### src/rtl/picsync_pkg.sv
// Shared types and constants for the picture decode scheduler.
// Assumes command codes are fixed by the host-side decoder of cmd_code.
package picsync_pkg;
    localparam int STC_W = 20;
    localparam int TAG_W = 8;

    typedef enum logic [2:0] {
        ST_WAIT  = 3'd0,
        ST_CHECK = 3'd1,
        ST_HOLD  = 3'd2,
        ST_BUSY  = 3'd3,
        ST_OVR   = 3'd4
    } sched_st_e;

    typedef enum logic [1:0] {
        RM_PLAY  = 2'd0,
        RM_PAUSE = 2'd1,
        RM_STEP  = 2'd2,
        RM_FAST  = 2'd3
    } run_mode_e;

    localparam logic [2:0] CMD_RESET = 3'd0;
    localparam logic [2:0] CMD_PLAY  = 3'd1;
    localparam logic [2:0] CMD_STEP  = 3'd4;
    localparam logic [2:0] CMD_PAUSE = 3'd5;
    localparam logic [2:0] CMD_FAST  = 3'd6;
    localparam logic [2:0] CMD_NONE  = 3'd7;
endpackage

### src/rtl/picsync_stc.sv
// Local time counter: loadable, steps once every DIV cycles of the rate enable.
// Assumes a load outranks a tick in the same cycle and restarts the prescaler.
module picsync_stc #(
    parameter int TW  = 20,
    parameter int DIV = 300
) (
    input  logic          clk,
    input  logic          rst_n,
    input  logic          tick,
    input  logic          load,
    input  logic [TW-1:0] load_val,
    output logic [TW-1:0] stc
);
    localparam int DW = $clog2(DIV);
    localparam logic [DW-1:0] PRE_LAST = DW'(DIV - 1);

    logic [DW-1:0] pre_q;

    // Prescale the rate enable and advance the counter on the last step.
    always_ff @(posedge clk) begin
        if (!rst_n) begin
            pre_q <= '0;
            stc   <= '0;
        end else if (load) begin
            pre_q <= '0;
            stc   <= load_val;
        end else if (tick) begin
            if (pre_q == PRE_LAST) begin
                pre_q <= '0;
                stc   <= stc + 1'b1;
            end else begin
                pre_q <= pre_q + 1'b1;
            end
        end
    end
endmodule

### src/rtl/picsync_ts_fifo.sv
// Timestamp FIFO with a picture tag per entry.
// Assumes DEPTH is a power of two of at least 2; push when full and pop when empty are dropped.
module picsync_ts_fifo #(
    parameter int TW    = 20,
    parameter int NW    = 8,
    parameter int DEPTH = 4
) (
    input  logic          clk,
    input  logic          rst_n,
    input  logic          flush,
    input  logic          push,
    input  logic [TW-1:0] push_ts,
    input  logic [NW-1:0] push_tag,
    input  logic          pop,
    output logic [TW-1:0] head_ts,
    output logic [NW-1:0] head_tag,
    output logic          empty
);
    localparam int AW = $clog2(DEPTH);
    localparam logic [AW:0] CNT_FULL = (AW+1)'(DEPTH);

    logic [TW-1:0] ts_mem  [DEPTH];
    logic [NW-1:0] tag_mem [DEPTH];
    logic [AW-1:0] rd_q, wr_q;
    logic [AW:0]   cnt_q;
    logic          do_push, do_pop;

    assign empty   = (cnt_q == '0);
    assign do_push = push && (cnt_q != CNT_FULL);
    assign do_pop  = pop && !empty;
    assign head_ts  = ts_mem[rd_q];
    assign head_tag = tag_mem[rd_q];

    // Store an accepted entry at the write pointer.
    always_ff @(posedge clk) begin
        if (do_push) begin
            ts_mem[wr_q]  <= push_ts;
            tag_mem[wr_q] <= push_tag;
        end
    end

    // Move pointers and occupancy; flush empties the queue.
    always_ff @(posedge clk) begin
        if (!rst_n || flush) begin
            rd_q  <= '0;
            wr_q  <= '0;
            cnt_q <= '0;
        end else begin
            if (do_push) wr_q <= wr_q + 1'b1;
            if (do_pop)  rd_q <= rd_q + 1'b1;
            case ({do_push, do_pop})
                2'b10:   cnt_q <= cnt_q + 1'b1;
                2'b01:   cnt_q <= cnt_q - 1'b1;
                default: cnt_q <= cnt_q;
            endcase
        end
    end
endmodule

### src/rtl/picsync_window.sv
// Signed tolerance window between a timestamp and the local time.
// Assumes modulo-2^TW arithmetic, so a counter wrap never flips the verdict.
module picsync_window #(
    parameter int TW = 20
) (
    input  logic [TW-1:0] dts,
    input  logic [TW-1:0] stc,
    input  logic [TW-1:0] jit_fwd,
    input  logic [TW-1:0] jit_bwd,
    output logic          late,
    output logic          early
);
    logic [TW-1:0] diff;

    // Classify the signed distance against both bounds.
    always_comb begin
        diff  = dts - stc;
        late  = $signed(diff) <= $signed(jit_bwd);
        early = $signed(diff) >= $signed(jit_fwd);
    end
endmodule

### src/rtl/picsync_sched.sv
// Picture decode scheduler: once per display-sync period decides start, hold,
// discard or skip, and tracks the sync duration and overrun of the decode.
// Assumes dec_done is a one-cycle pulse from the decoder and disp_sync is synchronous.
module picsync_sched
    import picsync_pkg::*;
#(
    parameter int          TW         = 20,
    parameter int          TAGW       = 8,
    parameter int          FIFO_DEPTH = 4,
    parameter int          STC_DIV    = 300,
    parameter logic [19:0] JF_RST     = 20'h00E10,
    parameter logic [19:0] JB_RST     = 20'hFFABA
) (
    input  logic            clk,
    input  logic            rst_n,
    input  logic            tick_27m,
    input  logic            stc_ld,
    input  logic [TW-1:0]   stc_ld_val,
    input  logic            tol_wr,
    input  logic            tol_sel,
    input  logic [TW-1:0]   tol_val,
    input  logic            ts_push,
    input  logic [TW-1:0]   ts_val,
    input  logic [TAGW-1:0] ts_tag,
    input  logic            cmd_wr,
    input  logic [2:0]      cmd_code,
    input  logic            disp_sync,
    input  logic            buf_ready,
    input  logic            pic_top,
    input  logic            pic_frame,
    input  logic            pic_is_b,
    input  logic            low_delay,
    input  logic            ts_chk_en,
    input  logic            dec_done,
    output logic            dec_start_o,
    output logic            skip_o,
    output logic            discard_o,
    output logic [TAGW-1:0] pic_tag_o,
    output logic [2:0]      state_o,
    output logic [TW-1:0]   stc_o
);
    sched_st_e       state_q;
    run_mode_e       mode_q;
    logic [2:0]      pend_q;
    logic [1:0]      edges_q;
    logic            sync_q;
    logic [TW-1:0]   jf_q, jb_q;
    logic [TW-1:0]   head_ts;
    logic [TAGW-1:0] head_tag;
    logic            fifo_empty, ts_late, ts_early;
    logic            sync_edge, eval_st, last_edge, launch, cmd_apply, fifo_flush;
    logic            blocked, drop_late, wait_early, ff_skip;
    logic            go_start, go_skip, go_discard, go_hold, fifo_pop;

    picsync_stc #(.TW(TW), .DIV(STC_DIV)) u_stc (
        .clk(clk), .rst_n(rst_n), .tick(tick_27m), .load(stc_ld),
        .load_val(stc_ld_val), .stc(stc_o)
    );

    picsync_ts_fifo #(.TW(TW), .NW(TAGW), .DEPTH(FIFO_DEPTH)) u_fifo (
        .clk(clk), .rst_n(rst_n), .flush(fifo_flush), .push(ts_push),
        .push_ts(ts_val), .push_tag(ts_tag), .pop(fifo_pop),
        .head_ts(head_ts), .head_tag(head_tag), .empty(fifo_empty)
    );

    picsync_window #(.TW(TW)) u_win (
        .dts(head_ts), .stc(stc_o), .jit_fwd(jf_q), .jit_bwd(jb_q),
        .late(ts_late), .early(ts_early)
    );

    // Remember the previous sync level to find level changes.
    always_ff @(posedge clk) begin
        if (!rst_n) sync_q <= 1'b0;
        else        sync_q <= disp_sync;
    end

    // Hold the forward and backward tolerances.
    always_ff @(posedge clk) begin
        if (!rst_n) begin
            jf_q <= TW'(JF_RST);
            jb_q <= TW'(JB_RST);
        end else if (tol_wr) begin
            if (tol_sel) jb_q <= tol_val;
            else         jf_q <= tol_val;
        end
    end

    // Launch, command and per-picture decision conditions in priority order.
    always_comb begin
        sync_edge  = disp_sync ^ sync_q;
        last_edge  = sync_edge && (edges_q <= 2'd1);
        launch     = ((state_q == ST_WAIT) && last_edge)
                   || ((state_q == ST_BUSY) && dec_done && last_edge)
                   || ((state_q == ST_OVR) && dec_done);
        cmd_apply  = launch || ((state_q == ST_HOLD) && sync_edge);
        fifo_flush = cmd_apply && (pend_q == CMD_RESET);
        eval_st    = (state_q == ST_CHECK) || (state_q == ST_HOLD);
        blocked    = (mode_q == RM_PAUSE) || (pic_top != disp_sync) || !buf_ready;
        drop_late  = ts_chk_en && !fifo_empty && ts_late && (low_delay || pic_is_b);
        wait_early = ts_chk_en && !fifo_empty && ts_early;
        ff_skip    = (mode_q == RM_FAST) && pic_is_b;
        go_discard = eval_st && !blocked && drop_late;
        go_hold    = eval_st && (blocked || (!drop_late && wait_early));
        go_skip    = eval_st && !blocked && !drop_late && !wait_early && ff_skip;
        go_start   = eval_st && !blocked && !drop_late && !wait_early && !ff_skip;
        fifo_pop   = go_start || go_skip || go_discard;
    end

    // Pending command latch, cleared once it has been applied.
    always_ff @(posedge clk) begin
        if (!rst_n)         pend_q <= CMD_NONE;
        else if (cmd_wr)    pend_q <= cmd_code;
        else if (cmd_apply) pend_q <= CMD_NONE;
    end

    // Run mode update from applied commands and single-step completion.
    always_ff @(posedge clk) begin
        if (!rst_n) begin
            mode_q <= RM_PLAY;
        end else if (cmd_apply) begin
            case (pend_q)
                CMD_PAUSE:          mode_q <= RM_PAUSE;
                CMD_STEP:           mode_q <= RM_STEP;
                CMD_FAST:           mode_q <= RM_FAST;
                CMD_NONE:           mode_q <= mode_q;
                CMD_RESET, CMD_PLAY: mode_q <= RM_PLAY;
                default:            mode_q <= RM_PLAY;
            endcase
        end else if (go_start && (mode_q == RM_STEP)) begin
            mode_q <= RM_PAUSE;
        end
    end

    // Scheduler state and remaining sync changes of the current duration.
    always_ff @(posedge clk) begin
        if (!rst_n) begin
            state_q <= ST_WAIT;
            edges_q <= 2'd0;
        end else begin
            case (state_q)
                ST_WAIT: begin
                    if (launch)         state_q <= ST_CHECK;
                    else if (sync_edge) edges_q <= edges_q - 2'd1;
                end
                ST_CHECK, ST_HOLD: begin
                    if (go_start) begin
                        state_q <= ST_BUSY;
                        edges_q <= pic_frame ? 2'd2 : 2'd1;
                    end else if (go_skip || go_discard) begin
                        state_q <= ST_WAIT;
                        edges_q <= 2'd0;
                    end else begin
                        state_q <= ST_HOLD;
                    end
                end
                ST_BUSY: begin
                    if (launch) begin
                        state_q <= ST_CHECK;
                    end else if (dec_done) begin
                        state_q <= ST_WAIT;
                        if (sync_edge) edges_q <= edges_q - 2'd1;
                    end else if (last_edge) begin
                        state_q <= ST_OVR;
                    end else if (sync_edge) begin
                        edges_q <= edges_q - 2'd1;
                    end
                end
                ST_OVR: begin
                    if (launch) state_q <= ST_CHECK;
                end
                default: state_q <= ST_WAIT;
            endcase
        end
    end

    // Registered decision pulses and the tag of the consumed timestamp.
    always_ff @(posedge clk) begin
        if (!rst_n) begin
            dec_start_o <= 1'b0;
            skip_o      <= 1'b0;
            discard_o   <= 1'b0;
            pic_tag_o   <= '0;
        end else begin
            dec_start_o <= go_start;
            skip_o      <= go_skip;
            discard_o   <= go_discard;
            if (fifo_pop) pic_tag_o <= fifo_empty ? '0 : head_tag;
        end
    end

    assign state_o = state_q;
endmodule

### config.mk
export PLATFORM = sky130hd
export DESIGN_NAME = picsync_sched
export DESIGN_NICKNAME = d
export VERILOG_FILES = /design/src/rtl/picsync_pkg.sv /design/src/rtl/picsync_stc.sv /design/src/rtl/picsync_ts_fifo.sv /design/src/rtl/picsync_window.sv /design/src/rtl/picsync_sched.sv
export SDC_FILE = /design/constraint.sdc
export NUM_CORES = 1
export LEC_CHECK = 0
export BUFFER_PORTS_ARGS = -buffer_cell sky130_fd_sc_hd__buf_2
export CORE_MARGIN = 4
export CORE_UTILIZATION = 63
export DETAILED_ROUTE_END_ITERATION = 8
export PLACE_DENSITY = 0.85
export SETUP_SLACK_MARGIN = 0.3
export SLEW_MARGIN = 20
export SYNTH_ARGS = -nofsm -noshare
export SYNTH_HDL_FRONTEND = slang
export SYNTH_SLANG_ARGS = --single-unit
### constraint.sdc
create_clock -name clk -period 19.9 [get_ports clk]
set_input_delay 0.995 -clock clk [delete_from_list [all_inputs] [get_ports clk]]
set_output_delay 0.995 -clock clk [all_outputs]
set_load 0.01 [all_outputs]
Word level (Yosys, flattened, before mapping)
Memories as Yosys holds them, arrays and structs flattened. A register that Yosys moved wholly into a read port is not among the register bits.
Cells that the tools add are included.
{ "op_classes": {"n_eq_ne": 23, "bitwise": 3, "add_sub_neg": 8, "n_mux": 33, "order_cmp": 3, "reduce_logical": 57} }
{ "ops": {"columns": ["op", "count"], "rows": [
  ["20-bit two-way mux", 3],
  ["2-bit two-way mux", 16],
  ["1-bit logical AND", 21],
  ["20-bit by 1-bit adder with 20-bit output (second input constant)", 1],
  ["20-bit >= comparator", 1],
  ["20-bit <= comparator", 1],
  ["20-bit subtractor", 1],
  ["3-bit two-way mux", 6],
  ["3-bit equality test (second input constant)", 5],
  ["1-bit logical OR", 11],
  ["2-bit AND reduction", 5],
  ["2-bit nonzero test", 5],
  ["9-bit by 1-bit adder with 9-bit output (second input constant)", 1],
  ["9-bit equality test (second input constant)", 1],
  ["3-bit zero test", 3],
  ["9-bit two-way mux", 1],
  ["3-bit != test (second input constant)", 3],
  ["3-bit case mux with 3 select lines", 1],
  ["8-bit two-way mux", 1],
  ["2-bit case mux with 4 select lines", 1],
  ["1-bit zero test", 7],
  ["2-bit equality test (second input constant)", 3],
  ["3-bit by 2-bit equality test with 1-bit output (second input constant)", 2],
  ["2-bit != test (second input constant)", 3],
  ["18 further kinds", 24]
]} }
{ "totals": {"register_bits": 98, "n_memories": 2, "wordCells": 145, "ram_bits": 112, "input_bits": 87, "output_inout_bits": 34} }
{ "memory_table": {"columns": ["name", "words", "word_bits", "rd", "rd_clocked_by_memory_dff", "wr", "line", "text"], "rows": [
  ["u_fifo.ts_mem", 4, 20, 1, 1, 1, "picsync_ts_fifo.sv:22", "logic [TW-1:0] ts_mem [DEPTH];"],
  ["u_fifo.tag_mem", 4, 8, 1, 1, 1, "picsync_ts_fifo.sv:23", "logic [NW-1:0] tag_mem [DEPTH];"]
]} }

Logic depth before layout (Yosys ltp)
Gate-level depths: netlist of run 1.
{ "logic_depth": {"depth_word": 14, "depth_mapped": 30} }

Modules after synthesis
From an unflattened synthesis of run 1, not the netlist that was laid out.
{ "unflattened": {"hier_cells": 1001, "area_unflattened_um2": 10850.4} }
{ "modules_own_cells": {"columns": ["module", "cells_per_inst", "area_per_inst_um2", "seq_area_each_um2", "n_inst"], "rows": [
  ["picsync_ts_fifo", 199, 4538.1, 3543.4, 1],
  ["picsync_sched", 316, 2592.5, 1241.2, 1],
  ["picsync_window", 295, 2098.3, 0.0, 1],
  ["picsync_stc", 191, 1621.6, 580.6, 1]
]} }

Worst setup path before layout of run 1
OpenSTA, ideal clock, no wires.
{ "synth_timing": {"kind": "flip-flop to flip-flop", "from": "register (tool-made name)", "to": "register u_fifo.cnt_q[2]", "slack_ns": 12.750, "path_buffers": 4, "synth_period_minus_slack_ns": 7.150, "stages_incl_launch_ff": 30, "arrival_time_ns": 6.998, "required_time_ns": 19.748, "setup_time_ns": 0.152, "cell_sequence": "dfxtp_1 > buf_2 > buf_1 > buf_2 > mux4_2 > ha_1 > a2111o_1 > o21ai_0 > a21oi_1 > a41oi_1 > a2111oi_0 > o31ai_1 > mux2i_1 > nand4_1 > ha_1 > nand4_1 > or4_1 > a21oi_1 > o31a_2 > a211oi_4 > a21oi_2 > buf_2 > and2_1 > ha_1 > inv_1 > fa_1 > xor2_1 > nor2_1 > xnor2_1 > nor2_1"} }
{ "synth_lines": {"columns": ["element", "line", "text"], "rows": [
  ["end signal: assignment", "picsync_ts_fifo.sv:52", "2'b10: cnt_q <= cnt_q + 1'b1;"],
  ["end signal: assignment", "picsync_ts_fifo.sv:53", "2'b01: cnt_q <= cnt_q - 1'b1;"],
  ["end signal: assignment", "picsync_ts_fifo.sv:54", "default: cnt_q <= cnt_q;"],
  ["end: declaration", "picsync_ts_fifo.sv:25", "logic [AW:0] cnt_q;"]
]} }

==> reports/qor.csv, run 1 <==
stage,metric,value,unit
pwr,sequential fraction of design power,0.420,
synthesis,Synth top area share,0.324,
synthesis,dominant cell type by area after synthesis,edfxtp_1,
final_layout,share of cells above drive strength 1,0.192,
detailed_routing,Post-DRT Antenna Nets,0,
sta,Slew HR,0.402,
synthesis,register bit total from synthesis,212,
synthesis,post-synthesis sequential area ratio,0.517,
cts,CTS sink count,212,
pwr,clock share of power,0.336,
floorplanning,die area,18600,µm²
synthesis,Post-Synth XOR/XNOR Area,0.0430,
synthesis,Synth Area in Adders,0.0846,
sta,RSZ-0062 raised after global routing,no,
floorplanning,die width,136,µm
placed_design,count of port buffers added during placement,120,
sta,fmax,140,MHz
global_route,grt total ovfl,0,
pwr,Pleak,4.67,nW
detailed_routing,vias post-DR,7609,
cts,Root Driver,clkbuf_16,
final_layout,number of diodes,0,
global_route,global-route wire length before repair,37700,µm
synthesis,syn nets,1096,
flow_run,max_cap viols,0,
synthesis,Synth Area in Compound Gates,0.109,
cts,CTS Buf Count,22,
synthesis,"EDFF count, synth",112,
floorplanning,cell row count,46,
detailed_routing,M1 WL,9980,µm
cts,CTS tree,built,
pwr,switching power,0.356,mW
cts,cts hold-fix bufs,0,
floorplanning,num ports,121,
synthesis,yosys warns,0,
worst_setup_path,Worst EP required,20.31,ns
hold_path,worst hold-check path type,reg2reg,
worst_setup_path,Crit Path Max Fanout,28,
detailed_routing,Vias per Instance,5.90,
sta,skew final,0.0171,ns
hold_path,hold wc startpoint,jf_q[7],
final_layout,final net count,1216,
floorplanning,Initial Util,0.649,
placed_design,DP Wirelength,16300,µm
global_route,largest net degree at the start of global routing,48,
hold_path,hold path depth,2,
cts,Clock Path Buffers,3,
status,outcome,completed,
global_route,vias in the first global route,7391,
detailed_routing,DRC Markers,0,
final_layout,area grow syn2layout,14.6,%
pwr,Combinational Power Share,0.244,
synthesis,fraction of registers with async set or reset after synthesis,0,
pwr,total power,1.21,mW
synthesis,Avg Inst Size Synth,11.0,µm²
sta,worst slew pin tran,0.897,ns
worst_setup_path,Worst EP arrival,7.55,ns
worst_setup_path,Crit Path Category,reg2reg,
synthesis,Mapped Cells,940,
sta,count of final hold-check violations,0,
global_route,antenna violations before repair,0,
pwr,PwrDens,102,nW/µm²
sta,# setup viols final,0,
detailed_routing,Highest Signal Layer,met4,
cts,post-cts sizing count,0,
floorplanning,DIE HEIGHT,136,µm
synthesis,Netlist Area Pre-Place,10400,µm²
sta,Tcrit/Tclk final,0.359,
final_layout,Post-Route Utilization,0.744,
global_route,GRT Overall Usage,0.256,
detailed_routing,First-pass DRT Iterations,5,
cts,post-CTS setup buffer count,0,
detailed_routing,initial drt markers,643,
worst_setup_path,worst r2r path cells,26,
sta,Max Slew Vio Count,0,
synthesis,post-synthesis mux area share,0.0665,
synthesis,"top cells by area, synth","edfxtp_1, dfxtp_1, ha_1",
synthesis,Post-Synth Simple-Gate Area,0.139,
detailed_routing,total routed wirelength,23400,µm
floorplanning,core footprint,16000,µm²
pwr,Internal,0.852,mW
detailed_routing,met2 routed WL,11200,µm
worst_setup_path,CP Capture Type,flop,
pwr,"IR drop worst, VDD",0.111,mV
cts,CTS H-Tree Depth,1,
synthesis,most used flip-flop cell after synthesis,edfxtp_1,
detailed_routing,metal3 WL,1480,µm
pwr,switching share of power,0.295,
sta,post-route setup TNS,0,ns
cts,Worst-Skew Late Latency,0.52,ns
placed_design,Final Wtd Congestion,0.893,
detailed_routing,wire per inst,18.2,µm
worst_setup_path,crit path launch type,flop,
synthesis,largest family of logic cells by synthesized area,simple AND/OR/NAND/NOR gates,
sta,Final min period,7.15,ns
cts,clk slew on worst S/H paths,0.06,ns
sta,Hold WS,0.459,ns
synthesis,post-synth cell types,66,
==> flip-flops by register name (all words and copies together), names as in the netlist, named ones only <==
| signal | cells |
|---|---|
| dec_start_o | 1 |
| discard_o | 1 |
| edges_q | 2 |
| jb_q | 20 |
| jf_q | 20 |
| mode_q | 2 |
| pend_q | 3 |
| pic_tag_o | 8 |
| skip_o | 1 |
| state_o | 3 |
| sync_q | 1 |
| u_fifo.cnt_q | 3 |
| u_fifo.rd_q | 2 |
| u_fifo.tag_mem | 32 |
| u_fifo.ts_mem | 80 |
| u_fifo.wr_q | 2 |
| u_stc.pre_q | 9 |
| u_stc.stc | 20 |
==> placed cells by master (no fill, tap or decap), types with 16 or more instances in the layout <==
cell / instances
a21oi_1: 75
buf_2: 120
clkbuf_16: 22
dfxtp_1: 99
edfxtp_1: 112
ha_1: 67
inv_1: 78
mux4_2: 28
nand2_1: 99
nand2b_1: 17
nand3_1: 25
nand4_1: 16
nor2_1: 63
nor3_1: 18
o211ai_1: 21
o21ai_0: 17
xnor2_1: 36
==> kinds of logic (layout without fill, tap and decap cells) <==
family	after synthesis	count (layout)
AOI/OAI and AO/OA	173	173
adders and majority gates	69	69
xor gates and xnor gates	51	51
muxes	34	34
and+or+nand+nor	290	290
DFF	212	212
buffers and inverters	111	245
==> cells in the mapped netlist (all sizes together), types with 3 or more instances <==
master	count
edfxtp	112
dfxtp	100
nand2	99
inv	78
a21oi	76
ha	67
nor2	64
xnor2	36
mux4	28
clkbuf	26
nand3	26
o211ai	21
o21ai	19
nor3	18
nand2b	17
nand4	17
xor2	15
and2	11
and3	10
a21o	7
buf	7
nor2b	7
mux2i	6
nor4	5
o21a	5
or3	5
a2111oi	4
a211oi	4
nor3b	4
o211a	4
o31ai	4
a21boi	3
a311oi	3
==> power groups by stage <==
stage | registers (mW) | clock network [mW] | logic (mW)
after global placement | 0.514 | 0 | 0.279
final | 0.507 | 0.406 | 0.295
after CTS | 0.507 | 0.410 | 0.293
after floorplan | 0.513 | 0 | 0.214
after detailed placement | 0.515 | 0 | 0.288
after global routing | 0.509 | 0.430 | 0.332
==> critical path, cell delays in order, from the launching register on <==
cell       delay (ns)
dfxtp_1          0.31
buf_4            0.35
mux4_2           0.38
ha_1             0.27
nor2b_1          0.14
o31ai_1          0.37
a21oi_1          0.19
a41oi_1          0.38
a2111oi_0        0.21
o31ai_1          0.46
mux2i_1          0.24
nand4_1          0.13
ha_1             0.36
nand4_1          0.14
nor4_1           0.47
a21bo_2          0.24
o31a_1           0.14
o211ai_1         0.18
a21oi_2          0.76
and2_1           0.23
ha_1             0.18
inv_1            0.06
fa_1             0.37
xor2_1           0.15
nor2_1           0.11
xnor2_1          0.13
nor2_1           0.05
==> path summary, 6_finish.rpt <==
check             slack [ns]         endpoint
setup / recovery       12.75  u_fifo.cnt_q[2]
hold / removal          0.46          jf_q[7]
setup reg to reg       12.75  u_fifo.cnt_q[2]
hold reg to reg         0.46          jf_q[7]
==> per-layer routing <==
layer / track usage / vias up
met5: 0 / -
met4: 0.0733 / 0
met3: 0.0326 / 60
met2: 0.433 / 293
met1: 0.351 / 3623
li1: - / 3633
==> layout make-up <==
type	instances	area, µm²
Clock buffer	31	604
Clock inverter	7	109
Fill cell	1087	4100
Inverter	78	293
Multi-Input combinational cell	617	4590
Sequential cell	212	5370
Tap cell	216	270
Timing Repair Buffer	129	668
==> per-stage QoR <==
stage               instance area, µm²  setup slack, ns  std cells
finish                           11900            12.75       1290
global placement                 11200            13.05       1252
global route                     11900            11.92       1290
detailed placement               11200            12.84       1252
floorplan                        10400            12.75        940
CTS                              11900            12.76       1290
(Power assumes the default switching activity.)
==> inputs of run 2 (changes only) <==
--- a/config.mk
+++ b/config.mk
@@ -5,11 +5,12 @@
 export SDC_FILE = /design/constraint.sdc
 export NUM_CORES = 1
 export LEC_CHECK = 0
+export ABC_AREA = 1
 export BUFFER_PORTS_ARGS = -buffer_cell sky130_fd_sc_hd__buf_2
 export CORE_MARGIN = 4
-export CORE_UTILIZATION = 63
+export CORE_UTILIZATION = 59
 export DETAILED_ROUTE_END_ITERATION = 8
-export PLACE_DENSITY = 0.85
+export PLACE_DENSITY = 0.8
 export SETUP_SLACK_MARGIN = 0.3
 export SLEW_MARGIN = 20
 export SYNTH_ARGS = -nofsm -noshare
==> constraint.sdc (replaced) <==
create_clock -name clk -period 7 [get_ports clk]
set_input_delay 0.35 -clock clk [delete_from_list [all_inputs] [get_ports clk]]
set_output_delay 0.35 -clock clk [all_outputs]
set_load 0.01 [all_outputs]
==> run 2 against run 1 <==
Utilization fell by 4.5 points. Synthesized cell count rose by 28%. Clock-buffer cell count fell by 5. Maximum frequency rose by 15%. Sequential power rose to 2.8 times the previous value. Critical path depth rose by 8. Sequential share of layout area fell by 1.2 points. Combinational power rose to 3.3 times the previous value. Cell count rose by 21%. Non-clock buffer count rose by 5. First-iteration DRC count rose by 5.6%. Critical endpoint unchanged. Largest power group unchanged.
==> reports/qor.csv, run 2 <==
stage,metric,value,unit,change
synthesis,post-synthesis sequential area ratio,0.503,,-0.0134
synthesis,post-synth cell types,47,,-29%
worst_setup_path,crit path launch type,flop,,
sta,worst slew pin tran,0.919,ns,+0.0223 ns
placed_design,count of port buffers added during placement,120,,unchanged
sta,Max Slew Vio Count,0,,unchanged
sta,Slew HR,0.387,,-0.0155
synthesis,fraction of registers with async set or reset after synthesis,0,,unchanged
synthesis,Avg Inst Size Synth,8.84,µm²,-20%
synthesis,Commonest cells post-synth,"nand2_1, inv_1, nor2_1, edfxtp_1, a21oi_1",,
pwr,PwrDens,292,nW/µm²,+190%
floorplanning,die area,20300,µm²,+9.0%
worst_setup_path,Worst EP arrival,6.67,ns,-0.88 ns
sta,RSZ-0062 raised after global routing,no,,
cts,clk slew on worst S/H paths,0.06,ns,about the same
pwr,"IR drop worst, VDD",0.243,mV,+120%
cts,CTS tree,built,,
final_layout,most frequent cells in the layout,"nand2_1, inv_1, buf_2",,
floorplanning,DIE HEIGHT,142,µm,+4.4%
worst_setup_path,worst r2r path cells,34,,+31%
synthesis,Mapped Cells,1205,,+28%
placed_design,Placed Cells,1520,,+21%
flow_run,max_cap viols,0,,unchanged
pwr,switching share of power,0.321,,+0.0260
floorplanning,die width,142,µm,+4.4%
global_route,largest net degree at the start of global routing,60,,+25%
cts,CTS sink count,212,,unchanged
global_route,antenna violations before repair,0,,unchanged
pwr,Pleak,5.29,nW,+13%
detailed_routing,vias post-DR,8805,,+16%
synthesis,register bit total from synthesis,212,,unchanged
sta,post-route setup TNS,0,ns,unchanged
synthesis,dominant cell type by area after synthesis,edfxtp_1,,
cts,cts hold-fix bufs,0,,unchanged
detailed_routing,DRC Markers,0,,unchanged
final_layout,largest registers,"u_fifo.ts_mem: 80 flops, u_fifo.tag_mem: 32 flops",,
detailed_routing,wire per inst,16.1,µm,-11%
synthesis,"top cells by area, synth","edfxtp_1, dfxtp_1, ha_1",,
sta,skew final,0.00904,ns,-0.00805 ns
detailed_routing,First-pass DRT Iterations,5,,unchanged
placed_design,DP Wirelength,17900,µm,+10%
final_layout,area grow syn2layout,14.6,%,about the same
final_layout,"most common cell after layout, fill and taps aside",nand2_1,,
worst_setup_path,most used cell along the critical path,nor2_1,,
worst_setup_path,CP max-delay cell,fa_1,,
hold_path,worst hold-check path type,in2reg,,
detailed_routing,Vias per Instance,5.64,,-4.4%
synthesis,yosys warns,0,,unchanged
sta,Hold WS,0.0365,ns,-0.423 ns
pwr,switching power,1.14,mW,+220%
synthesis,Synth top area share,0.316,,-0.00841
floorplanning,Initial Util,0.610,,-0.0390
sta,count of final hold-check violations,0,,unchanged
detailed_routing,Post-DRT Antenna Nets,0,,unchanged
worst_setup_path,Worst EP required,7.46,ns,-12.85 ns
final_layout,final net count,1478,,+22%
status,outcome,completed,,
final_layout,"Most flops, register",u_fifo.ts_mem,,
sta,Tcrit/Tclk final,0.888,,+0.529
floorplanning,core footprint,17500,µm²,+9.2%
final_layout,number of diodes,0,,unchanged
pwr,sequential fraction of design power,0.401,,-0.019
pwr,clock share of power,0.326,,-0.010
cts,Worst-Skew Late Latency,0.52,ns,about the same
sta,# setup viols final,0,,unchanged
global_route,global-route wire length before repair,40600,µm,+7.8%
synthesis,"EDFF count, synth",112,,unchanged
final_layout,number of flip-flops in the largest register,80,,unchanged
global_route,GRT Overall Usage,0.246,,-0.0107
global_route,grt total ovfl,0,,unchanged
detailed_routing,total routed wirelength,25200,µm,+7.6%
hold_path,hold path depth,1,,-1
global_route,vias in the first global route,8473,,+15%
floorplanning,num ports,121,,unchanged
pwr,Combinational Power Share,0.273,,+0.029
final_layout,share of cells above drive strength 1,0.144,,-0.0482
placed_design,Final Wtd Congestion,0.936,,+4.9%
final_layout,Non-Filler Instances,1562,,+21%
worst_setup_path,Crit Path Max Fanout,27,,-3.6%
sta,Final min period,6.21,ns,-0.931 ns
worst_setup_path,Crit Path Category,reg2reg,,
synthesis,Netlist Area Pre-Place,10700,µm²,+2.7%
cts,CTS H-Tree Depth,1,,unchanged
floorplanning,cell row count,48,,+4.3%
synthesis,most common cell in the netlist,nand2_1,,
sta,fmax,161,MHz,+15%
worst_setup_path,max incr delay on CP,0.42,ns,-0.34 ns
cts,Clock Path Buffers,3,,unchanged
detailed_routing,initial drt markers,679,,+5.6%
pwr,Internal,2.42,mW,+180%
worst_setup_path,CP Capture Type,flop,,
synthesis,syn nets,1361,,+24%
synthesis,most used flip-flop cell after synthesis,edfxtp_1,,
cts,Root Driver,clkbuf_16,,
cts,CTS Buf Count,22,,unchanged
==> run 2: what timing repair did <==
item | CTS | global route
endpoints found under the setup margin | 0 | 1
resized for setup | 0 | 1
buffers inserted | 0 | 3
==> run 2: area by class of cell <==
cell class                      instances  area [µm²]
Timing Repair Buffer                  134         706
Multi-Input combinational cell        805        4570
Fill cell                            1344        5270
Inverter                              147         556
Sequential cell                       212        5370
Tap cell                              225         282
Clock inverter                         13         134
Clock buffer                           26         596
==> run 2: kinds of logic after synthesis <==
kind of cell    count (synthesis)  synth area share
simple gates                  416             0.165
mux                             1          0.000939
buf+inv                       188            0.0685
flops                         212             0.503
fa+ha+maj                      69            0.0824
compound gates                289             0.155
xor+xnor                       30            0.0247
==> run 2: worst max-delay path: cells and delay by family, from the launching register on <==
kind,cells,cell delay [ns]
xor+xnor,2,0.32
compound gates,6,1.25
fa+ha+maj,5,1.45
buf+inv,7,1.12
simple gates,14,1.65
flops,1,0.31
==> run 2: routing by layer <==
layer  up-vias  track usage  wire length (µm)
met2       308        0.408             11600
met3        83       0.0366              1670
met1      4048        0.327             10900
met4         0       0.0940              1050
met5         -            0                 0
li1       4366            -                 -
==> run 2: power groups by stage <==
stage | Combinational, mW | Sequential, mW | Clock, mW
after floorplan | 0.700 | 1.45 | 0
after global placement | 0.932 | 1.45 | 0
after detailed placement | 0.956 | 1.45 | 0
after CTS | 0.969 | 1.43 | 1.18
after global routing | 1.11 | 1.44 | 1.23
final | 0.975 | 1.43 | 1.16
==> run 2: through the flow <==
stage                     area (µm²)  utilization  worst slack [ns]  power, mW
after floorplan                10700            -              1.82       2.15
after global placement         11500        0.655              1.17       2.38
after detailed placement       11500        0.655             0.898       2.41
after CTS                      12200        0.697             0.818       3.57
after global routing           12200        0.699             0.342       3.78
final                          12200        0.699             0.785       3.56
==> run 2: path summary, 6_finish.rpt <==
path / start / to / slack [ns]
max: flop / u_fifo.cnt_q[2] / 0.79
min: ts_tag[2] / u_fifo.tag_mem[1][2] / 0.04
max reg2reg: flop / u_fifo.cnt_q[2] / 0.79
min reg2reg: jf_q[13] / jf_q[13] / 0.46
